### config.mk
export PLATFORM = sky130hd
export DESIGN_NAME = byte_burst_fifo
export DESIGN_NICKNAME = d
export VERILOG_FILES = /design/src/rtl/bbf_pkg.sv /design/src/rtl/bbf_queue.sv /design/src/rtl/bbf_datapath.sv /design/src/rtl/bbf_ctrl.sv /design/src/rtl/byte_burst_fifo.sv
export SDC_FILE = /design/constraint.sdc
export NUM_CORES = 1
export LEC_CHECK = 0
export ABC_AREA = 1
export BUFFER_PORTS_ARGS = -buffer_cell sky130_fd_sc_hd__buf_4
export CORE_MARGIN = 5
export CORE_UTILIZATION = 60
export CTS_BUF_LIST = sky130_fd_sc_hd__clkbuf_8
export CTS_CLUSTER_DIAMETER = 50
export DETAILED_ROUTE_END_ITERATION = 10
export PLACE_DENSITY = 0.88
export SYNTH_ARGS = -nofsm -noshare
export SYNTH_HDL_FRONTEND = slang
export SYNTH_SLANG_ARGS = --single-unit
### constraint.sdc
create_clock -name clk -period 2.65 [get_ports clk]
set_input_delay 0.3975 -clock clk [delete_from_list [all_inputs] [get_ports clk]]
set_output_delay 0.3975 -clock clk [all_outputs]
set_load 0.05 [all_outputs]
### src/rtl/bbf_pkg.sv
package bbf_pkg;
  // strobes from the control block to the datapath, one cycle each
  typedef struct packed {
    logic       txPush;
    logic [7:0] txData;
    logic       rxPush;
    logic       rxPop;
    logic       flush;
  } fifoStrobes_t;
endpackage

### src/rtl/bbf_queue.sv
module bbf_queue #(
  parameter int DEPTH = 16,
  parameter int WIDTH = 8,
  localparam int AW = $clog2(DEPTH),
  localparam int CW = AW + 1
) (
  input  logic             clk,
  input  logic             rstN,
  input  logic             flush,
  input  logic             push,
  input  logic [WIDTH-1:0] pushData,
  input  logic             pop,
  output logic [WIDTH-1:0] head,
  output logic [CW-1:0]    count,
  output logic             full,
  output logic             pushOk,
  output logic             popOk
);
  logic [WIDTH-1:0] store [DEPTH];
  logic [AW-1:0]    wrPtr, rdPtr;

  assign full   = (count == CW'(DEPTH));
  assign pushOk = push && !full;
  assign popOk  = pop && (count != '0);
  assign head   = store[rdPtr];

  function automatic logic [AW-1:0] nextPtr(input logic [AW-1:0] p);
    return (p == AW'(DEPTH - 1)) ? '0 : p + 1'b1;
  endfunction

  always_ff @(posedge clk) begin
    if (pushOk) store[wrPtr] <= pushData;
  end

  always_ff @(posedge clk) begin
    if (!rstN || flush) begin
      wrPtr <= '0;
      rdPtr <= '0;
      count <= '0;
    end else begin
      if (pushOk) wrPtr <= nextPtr(wrPtr);
      if (popOk)  rdPtr <= nextPtr(rdPtr);
      case ({pushOk, popOk})
        2'b10:   count <= count + 1'b1;
        2'b01:   count <= count - 1'b1;
        default: count <= count;
      endcase
    end
  end

  p_no_overflow_r3: assert property (@(posedge clk) disable iff (!rstN)
    count <= CW'(DEPTH));
  p_full_hold_r3: assert property (@(posedge clk) disable iff (!rstN)
    (full && !pop && !flush) |=> full);
  p_flush_empty_r4: assert property (@(posedge clk) disable iff (!rstN)
    flush |=> (count == '0));
endmodule

### src/rtl/bbf_datapath.sv
module bbf_datapath
  import bbf_pkg::*;
#(
  parameter int DEPTH = 16,
  localparam int CW = $clog2(DEPTH) + 1
) (
  input  logic         clk,
  input  logic         rstN,
  input  fifoStrobes_t strobes,
  input  logic [7:0]   rxByte,
  input  logic         txReady,
  output logic [7:0]   txByte,
  output logic         txValid,
  output logic [7:0]   rxHead,
  output logic [CW-1:0] txCount,
  output logic [CW-1:0] rxCount,
  output logic         txFull,
  output logic         rxFull,
  output logic         txPopped,
  output logic         rxPushed
);
  logic txPushOk, rxPopOk;

  assign txValid = (txCount != '0);

  bbf_queue #(.DEPTH(DEPTH), .WIDTH(8)) u_txq (
    .clk(clk), .rstN(rstN), .flush(strobes.flush),
    .push(strobes.txPush), .pushData(strobes.txData),
    .pop(txReady), .head(txByte), .count(txCount), .full(txFull),
    .pushOk(txPushOk), .popOk(txPopped)
  );

  bbf_queue #(.DEPTH(DEPTH), .WIDTH(8)) u_rxq (
    .clk(clk), .rstN(rstN), .flush(strobes.flush),
    .push(strobes.rxPush), .pushData(rxByte),
    .pop(strobes.rxPop), .head(rxHead), .count(rxCount), .full(rxFull),
    .pushOk(rxPushed), .popOk(rxPopOk)
  );

  // the control block gates pushes and pops, so the queues never refuse one
  p_gated_push_r3: assert property (@(posedge clk) disable iff (!rstN)
    strobes.txPush |-> txPushOk);
  p_gated_pop_r7: assert property (@(posedge clk) disable iff (!rstN)
    strobes.rxPop |-> rxPopOk);
endmodule

### src/rtl/bbf_ctrl.sv
module bbf_ctrl
  import bbf_pkg::*;
#(
  parameter int DEPTH = 16,
  localparam int CW = $clog2(DEPTH) + 1
) (
  input  logic          clk,
  input  logic          rstN,
  input  logic [2:0]    regAddr,
  input  logic          regWr,
  input  logic          regRd,
  input  logic [7:0]    regWData,
  output logic [7:0]    regRData,
  input  logic          rxValid,
  input  logic [7:0]    rxHead,
  input  logic [CW-1:0] txCount,
  input  logic [CW-1:0] rxCount,
  input  logic          txFull,
  input  logic          rxFull,
  input  logic          txPopped,
  input  logic          rxPushed,
  output fifoStrobes_t  strobes,
  output logic          fifoEn,
  output logic          irq,
  output logic          byteReady
);
  logic       bankSel, doneIe, txIe, rxIe, rxLast;
  logic [4:0] txThr, rxThr;
  logic       txFlag, rxFlag, doneFlag, ovfFlag;
  logic       txPopSeen, rxPushSeen;

  logic wrB1, wrB0, dataWr, dataRd, clrCmd, offCmd;
  logic [4:0] txCnt5, rxCnt5;

  assign txCnt5 = 5'(txCount);
  assign rxCnt5 = 5'(rxCount);
  assign wrB1   = regWr && bankSel;
  assign wrB0   = regWr && !bankSel;
  assign dataWr = regWr && (regAddr == 3'd0);
  assign dataRd = regRd && (regAddr == 3'd0);
  assign clrCmd = wrB1 && (regAddr == 3'd3) && regWData[6];
  assign offCmd = wrB0 && (regAddr == 3'd3) && !regWData[4] && fifoEn;

  always_comb begin
    strobes        = '0;
    strobes.txPush = dataWr && fifoEn && !txFull;
    strobes.txData = regWData;
    strobes.rxPush = rxValid && fifoEn && !rxFull;
    strobes.rxPop  = dataRd && fifoEn && (rxCount != '0);
    strobes.flush  = clrCmd || offCmd;
  end

  // configuration registers
  always_ff @(posedge clk) begin
    if (!rstN) begin
      bankSel <= 1'b0; fifoEn <= 1'b0; doneIe <= 1'b0;
      txIe <= 1'b0; txThr <= '0; rxIe <= 1'b0; rxLast <= 1'b0; rxThr <= '0;
    end else begin
      if (regWr && regAddr == 3'd2) bankSel <= regWData[7];
      if (wrB0 && regAddr == 3'd3) fifoEn <= regWData[4];
      if (wrB1 && regAddr == 3'd3) doneIe <= regWData[3];
      if (wrB1 && regAddr == 3'd4) begin
        txIe <= regWData[6]; txThr <= regWData[4:0];
      end
      if (wrB1 && regAddr == 3'd6) begin
        rxIe <= regWData[6]; rxLast <= regWData[5]; rxThr <= regWData[4:0];
      end
    end
  end

  // sticky flags: set events win over a same-cycle write-one-to-clear
  always_ff @(posedge clk) begin
    if (!rstN || strobes.flush) begin
      txFlag <= 1'b0; rxFlag <= 1'b0; doneFlag <= 1'b0; ovfFlag <= 1'b0;
      txPopSeen <= 1'b0; rxPushSeen <= 1'b0;
    end else begin
      txPopSeen  <= txPopped;
      rxPushSeen <= rxPushed;
      if (wrB1 && regAddr == 3'd5 && regWData[6]) txFlag <= 1'b0;
      if (txPopSeen && txCnt5 == txThr) txFlag <= 1'b1;
      if (wrB1 && regAddr == 3'd7 && regWData[6]) rxFlag <= 1'b0;
      if (rxPushSeen && rxCnt5 == rxThr) rxFlag <= 1'b1;
      if (wrB1 && regAddr == 3'd3 && regWData[1]) doneFlag <= 1'b0;
      if ((txPopSeen && txCount == '0) ||
          (rxPushSeen && rxLast && rxCnt5 == rxThr)) doneFlag <= 1'b1;
      if (wrB1 && regAddr == 3'd3 && regWData[0]) ovfFlag <= 1'b0;
      if (fifoEn && ((dataWr && txFull) || (rxValid && rxFull))) ovfFlag <= 1'b1;
    end
  end

  assign irq = (txFlag && txIe) || (rxFlag && rxIe) || (doneFlag && doneIe);
  assign byteReady = fifoEn && (rxCount != '0) &&
                     !(rxIe && rxCount < CW'(DEPTH));

  always_comb begin
    regRData = '0;
    case (regAddr)
      3'd0: regRData = fifoEn ? rxHead : 8'h00;
      3'd1: regRData = {7'b0, byteReady};
      3'd2: regRData = {bankSel, 7'b0};
      3'd3: regRData = bankSel ? {4'b0, doneIe, 1'b0, doneFlag, ovfFlag}
                               : {3'b0, fifoEn, 4'b0};
      3'd4: if (bankSel) regRData = {1'b0, txIe, 1'b0, txThr};
      3'd5: if (bankSel) regRData = {1'b0, txFlag, 1'b0, txCnt5};
      3'd6: if (bankSel) regRData = {1'b0, rxIe, rxLast, rxThr};
      default: if (bankSel) regRData = {1'b0, rxFlag, 1'b0, rxCnt5};
    endcase
  end

  p_disabled_quiet_r10: assert property (@(posedge clk) disable iff (!rstN)
    (!fifoEn && $past(!fifoEn)) |-> !irq);
  p_ready_nonempty_r9: assert property (@(posedge clk) disable iff (!rstN)
    byteReady |-> (rxCount != '0));
endmodule

### src/rtl/byte_burst_fifo.sv
module byte_burst_fifo
  import bbf_pkg::*;
#(
  parameter int DEPTH = 16
) (
  input  logic       clk,
  input  logic       rstN,
  input  logic [2:0] regAddr,
  input  logic       regWr,
  input  logic       regRd,
  input  logic [7:0] regWData,
  output logic [7:0] regRData,
  output logic [7:0] txByte,
  output logic       txValid,
  input  logic       txReady,
  input  logic [7:0] rxByte,
  input  logic       rxValid,
  output logic       irq,
  output logic       byteReady
);
  localparam int CW = $clog2(DEPTH) + 1;

  fifoStrobes_t  strobes;
  logic [CW-1:0] txCount, rxCount;
  logic [7:0]    rxHead;
  logic          txFull, rxFull, txPopped, rxPushed, fifoEn;

  bbf_ctrl #(.DEPTH(DEPTH)) u_ctrl (
    .clk(clk), .rstN(rstN), .regAddr(regAddr), .regWr(regWr), .regRd(regRd),
    .regWData(regWData), .regRData(regRData), .rxValid(rxValid),
    .rxHead(rxHead), .txCount(txCount), .rxCount(rxCount),
    .txFull(txFull), .rxFull(rxFull), .txPopped(txPopped),
    .rxPushed(rxPushed), .strobes(strobes), .fifoEn(fifoEn),
    .irq(irq), .byteReady(byteReady)
  );

  bbf_datapath #(.DEPTH(DEPTH)) u_dp (
    .clk(clk), .rstN(rstN), .strobes(strobes), .rxByte(rxByte),
    .txReady(txReady), .txByte(txByte), .txValid(txValid), .rxHead(rxHead),
    .txCount(txCount), .rxCount(rxCount), .txFull(txFull), .rxFull(rxFull),
    .txPopped(txPopped), .rxPushed(rxPushed)
  );

  p_txvalid_off_r2: assert property (@(posedge clk) disable iff (!rstN)
    !fifoEn |-> !txValid);
endmodule

# == Word level (Yosys, flattened, before mapping) ==
# Memory sizes are Yosys's and may differ from the RTL's. A register that Yosys moved wholly into a read port is not among the register bits.
# Cells that the tools add are included.
# W data, S select, Z words.
# op_classes
n_eq_ne,19
bitwise_logic,0
div,0
shifts,0
n_lt_le_gt_ge,1
n_addsub,8
n_reduce_logical,64
multipliers,0
mux,29
# ops
operator,n
$pmux W8 S7,1
$logic_and A1 B1 Y1,42
$mux W4,8
$mux W7,4
$pmux W5 S2,2
$add A4 B1 Y4 const B,4
$eq A4 B4 Y1 const B,4
$eq A3 B3 Y1 const B,4
$mux W1,12
$reduce_bool A2 Y1,6
$add A5 B1 Y5 const B,2
$eq A5 B5 Y1,2
$eq A5 B5 Y1 const B,2
$reduce_bool A5 Y1,2
$sub A5 B1 Y5 const B,2
$mux W8,1
$eq A3 B2 Y1 const B,2
$logic_not A1 Y1,6
$logic_or A1 B1 Y1,6
$logic_not A5 Y1,1
$lt A5 B5 Y1 const B,1
$mux W5,1
$eq A2 B1 Y1 const B,2
$eq A2 B2 Y1 const B,2
2 further kinds,2
# word_totals
n_memories,2
in_bits,25
regBits,48
romBits,0
latchBits,0
ramBits,256
out_inout_bits,19
word_cells,143
# mem_list
name,words,width,read_ports,rd_ports_with_merged_regs,write_ports,line_no,rtl
u_dp.u_rxq.store,16,8,1,1,1,bbf_queue.sv:19,logic [WIDTH-1:0] store [DEPTH];
u_dp.u_txq.store,16,8,1,1,1,bbf_queue.sv:19,

# == Longest topological paths before layout ==
# depth
word_depth,8
mapped_depth,17
ltp_nobuf,16

# == Cells and area by module ==
# Synthesis repeated with hierarchy kept, for this count alone.
# hier_totals
cells_unflattened,1371
hier_area_um2,14091.0
# by_module_without_submodules
module,area_each_um2,seq_area_each_um2,n_inst,cells_each
bbf_queue (u_dp.u_txq),6228.5,4184.0,1,549
bbf_queue (u_dp.u_rxq),6227.2,4184.0,1,549
bbf_ctrl,1619.1,440.4,1,269
bbf_datapath,16.3,0.0,1,4

# == Least setup slack after synthesis ==
# Ideal clock, no wire load.
# synth_timing
path_kind,flip-flop to flip-flop
start,register u_dp.u_txq.count[0]
end,register u_dp.u_txq.count[2]
n_path_buf,1
arrival_ps,2609
required_ps,2531
setup_slack_ps,-77
setup_time_ps,119
synth_period_minus_slack_ps,2727
path_stages_with_launch,14
cell_sequence,dfxtp_1 nor2_1 nand4_1 nand2_1 inv_1 ha_1 clkbuf_2 xor2_1 ha_1 inv_1 nand2_1 xnor2_1 o21ai_0 nor2_2
# synth_between
elab_cells_between_ends,12
classes_between,2 x add/sub; 3 x eq/ne; 1 x mux; 6 x reduce/logical
# synth_lines
element,line_no,rtl
from (decl),bbf_queue.sv:14,"output logic [CW-1:0] count,"
from (signal assigned),bbf_queue.sv:44,2'b10: count <= count + 1'b1;
from (signal assigned),bbf_queue.sv:45,2'b01: count <= count - 1'b1;
from (signal assigned),bbf_queue.sv:46,default: count <= count;
$reduce_bool A5 Y1 (*),--,
named net txValid,byte_burst_fifo.sv:14,"output logic txValid,"
$logic_and A1 B1 Y1 (*),bbf_queue.sv:24,assign popOk = pop && (count != '0);
named net txPopped,byte_burst_fifo.sv:26,"logic txFull, rxFull, txPopped, rxPushed, fifoEn;"
$eq A2 B1 Y1 or $eq A2 B2 Y1 (tied branches),bbf_queue.sv:43,"case ({pushOk, popOk})"
$pmux W5 S2 or $reduce_bool A2 Y1 (tied branches),--,
# The timed path passes the listed nets; every way through them passes the cells marked *.
# A chain may end at the register's enable or synchronous reset.

==> summary.md <==
| Metric | Value |
|---|---|
| Ys Warns | 0 |
| Clock Pin Slew Worst Setup and Hold Paths | 0.06 ns |
| WHS Path Cells | 3 |
| Die Y | 161 µm |
| Reg-to-Reg End | u_dp.u_rxq.count[4]$_SDFFE_PP0P_ |
| Final Power | 0.0114 W |
| Antenna-violating nets left | 0 |
| Final nets | 1485 |
| Most common cell in the netlist | nand2_1 |
| Top-area cell type share of the netlist area | 56.1% |
| Startpoint Class | flop |
| Die width | 161 µm |
| Post-synth EDFFs | 256 |
| Worst setup margin | 0.0375 ns |
| Seq pwr share | 47.9% |
| Reg2Reg Depth | 15 |
| First-pass GRT wire length | 52.6 mm |
| Ratio of cells with drive above 1 in the final layout | 16.1% |
| I/O pins | 44 |
| 1st-iter DRT viols | 1512 |
| Status | complete, no violations |
| Root buffer cell | clkbuf_8 |
| Fillers | 1451 |
| Asr flop ratio synth | 0% |
| Period utilization | 98.6% |
| Detailed-route wire length | 36.1 mm |
| CTS tree | yes |
| WP data required | 2.25 ns |
| Worst-Skew Late Latency | 0.58 ns |
| Switching share of power | 28.6% |
| Core area | 0.0226 mm² |
| Synth area leader | edfxtp_1 |
| Synthesized Nets | 1389 |
| Synth Flop Type | edfxtp_1 |
| Routed wire per std cell | 20.4 µm |
| Worst r2r src | u_dp.u_rxq.count[0]$_SDFFE_PP0P_ |
| CP Data Arrival Time | 2.21 ns |
| TritonCTS buffer count | 48 |
| Kind of critical path | flop to output port |
| Post-route insts no fill | 1769 |
| Max Slew Vio Count | 0 |
| MaxCap Viol Count | 0 |
| Clk pwr share | 36.5% |
| Net switching power | 0.00325 W |
| Crit Path Max Fanout | 17 |
| Mapped Cells | 1348 |
| Overall Global Routing Usage | 25.3% |
| Synth Register Bits | 312 |
| Combinational share of power | 15.5% |
| Antenna violations before repair | 0 |
| Row count | 55 |
| IO buf count | 43 |
| Count of cell types in the netlist | 37 |
| Tightest Hold Check Type | primary input to flop |
| GPL Wtd Cong | 0.936 |
| Area Overhead vs Synth | 15.6% |
| DP Cell Count | 1670 |
| VDD IR max | 0.000485 V |
| Clock Sinks | 312 |
| Hpwl dp | 20.9 mm |
| Detailed-route via count | 10770 |
| LEAKAGE | 6.11 nW |
| Endpoint type of the worst setup path | output port |
| Via density | 6.09 |
| Hold EP | u_ctrl.txPopSeen$_SDFF_PP0_ |
| Slew @ Worst Pin | 0.808 ns |
| Slack of the worst reg-to-reg path | 0.31 ns |
| Cell Area, Synth | 0.0137 mm² |
| Htree depth | 2 |
| Ranking of synthesized cells by area | edfxtp_1 56%, dfxtp_1 8.2%, nand2_1 7.8% |
| Antenna diode instance count | 0 |
| Max Fclk | 383 MHz |
| Initial Util | 60.7% |
| CTS max path bufs | 3 |
| Rel. slew slack | 45.9% |
| Length of the first detailed-routing pass in iterations | 6 |
| Seq/Total Area, Yosys | 64.3% |
| Synth Area per Inst | 10.2 µm² |
| Cell area power density | 718 mW/mm² |
| Hold Vio Cnt, Final | 0 |
| Synth cell count leaders | 285 x nand2_1, 256 x edfxtp_1, 159 x nor2_1 |
| Hold path start | txReady |
| Largest net degree at the start of global routing | 43 |
| Final setup viols | 0 |
| Clock Skews | 0.0252 ns |
| Pre-CTS setup slack | 0.197 ns |
| Vias in the first global route | 10110 |
| GR Overflow Total | 0 |
| Setup TNS | 0 ns |
| DRC | 0 |
| Internal power | 0.00812 W |
| Die Footprint | 0.0260 mm² |
| Minimum clock period | 2.61 ns |
[area by class of cell]
cell class / count / area (µm²) / area share (%)
Clock buffer: 54 / 743 / 4.69
Clock inverter: 36 / 248 / 1.56
Inverter: 140 / 544 / 3.43
Multi-Input combinational cell: 839 / 4150 / 26.2
Sequential cell: 312 / 8820 / 55.6
Tap cell: 285 / 357 / 2.25
Timing Repair Buffer: 103 / 990 / 6.24
[layer usage]
| layer | share of wire [%] | GRT usage [%] |
|---|---|---|
| met5 | 0 | 0 |
| met4 | 3.8 | 9.38 |
| met3 | 11 | 4.95 |
| met2 | 48 | 40.6 |
| met1 | 38 | 34.9 |
[registers in the layout, summed over array words and instances (netlist names), named ones only]
register	cells
u_ctrl.txThr	5
u_ctrl.doneIe	1
u_dp.u_txq.count	5
u_ctrl.rxLast	1
u_dp.u_txq.store	128
u_ctrl.rxIe	1
u_ctrl.ovfFlag	1
u_dp.u_rxq.store	128
u_dp.u_rxq.wrPtr	4
u_dp.u_rxq.count	5
u_ctrl.txPopSeen	1
u_ctrl.rxThr	5
u_dp.u_rxq.rdPtr	4
u_ctrl.txIe	1
u_dp.u_txq.wrPtr	4
u_ctrl.doneFlag	1
u_dp.u_txq.rdPtr	4
u_ctrl.bankSel	1
u_ctrl.txFlag	1
u_ctrl.fifoEn	1
u_ctrl.rxFlag	1
u_ctrl.rxPushSeen	1
[how the worst max path moves through the flow]
stage | to | cells after the start
floorplan | u_dp.u_txq.count[4]$_SDFFE_PP0P_ | 16
global placement | u_dp.u_rxq.count[4]$_SDFFE_PP0P_ | 17
detailed placement | u_dp.u_rxq.count[4]$_SDFFE_PP0P_ | 17
CTS | regRData[7] | 10
global route | regRData[6] | 7
finish | regRData[4] | 11
[placed cells by master (no fill, tap or decap), types with 3 or more instances in the layout]
cell         n
a21oi_2     16
xor2_1      11
nor3_1       3
o31ai_1      3
clkbuf_16    3
clkbuf_8    54
nand4_1      7
buf_12       7
nor2_2       7
edfxtp_1   256
o22ai_1      6
inv_1      140
buf_6       11
nand2_1    282
clkinv_1     9
inv_2        6
nand3_1    127
o211ai_1    38
bufinv_16    3
clkinv_2    10
nand2_2      9
dfxtp_1     52
o21ai_0    105
nand3_2      9
buf_4       79
a21oi_1     25
nor2_1     159
ha_1        15
o21ai_1      3
[stage by stage]
stage | instance area (µm²) | hold WS (ns) | utilization (%)
global placement | 14500 | 0.464 | 64.5
global route | 15900 | 0.122 | 70.2
detailed placement | 14500 | 0.479 | 64.5
finish | 15900 | 0.135 | 70.2
CTS | 15600 | 0.114 | 69.1
floorplan | 13700 | 0.450 | -
[cell families (layout without fill, tap and decap cells)]
| kind of cell | Yosys count | in the layout | share of synthesized area, % |
|---|---|---|---|
| AOI/OAI and AO/OA | 199 | 199 | 8.63 |
| xor gates and xnor gates | 13 | 13 | 0.831 |
| adders and majority gates | 16 | 16 | 1.46 |
| buffers and inverters | 197 | 333 | 5.94 |
| DFF | 312 | 312 | 64.3 |
| and+or+nand+nor | 611 | 611 | 18.9 |
[repair_timing]
action / in CTS / in global routing
gates resized for setup: 10 / 35
setup buffers: 0 / 5
hold buffers: 0 / 0
gates cloned: 1 / 3
pin swaps: 0 / 5
endpoints found under the setup margin: 15 / 16
[power groups by stage]
stage	registers, W	clock network (W)	logic (W)
after floorplan	0.00552	0	0.00118
after global placement	0.00555	0	0.00160
after detailed placement	0.00556	0	0.00165
after CTS	0.00546	0.00413	0.00167
after global routing	0.00546	0.00439	0.00192
final	0.00545	0.00416	0.00176
[critical path, stage by stage (launching register included)]
cell and delay (ns):
dfxtp_4 0.40, buf_6 0.16, clkbuf_16 0.19, nand2_1 0.06
nand3_1 0.12, nand3_1 0.16, nand2_1 0.10, nand2_1 0.05
nand2_1 0.08, nand2_1 0.07, nand3_2 0.09, buf_6 0.16
Note: power is estimated with default switching activity, not from simulation.
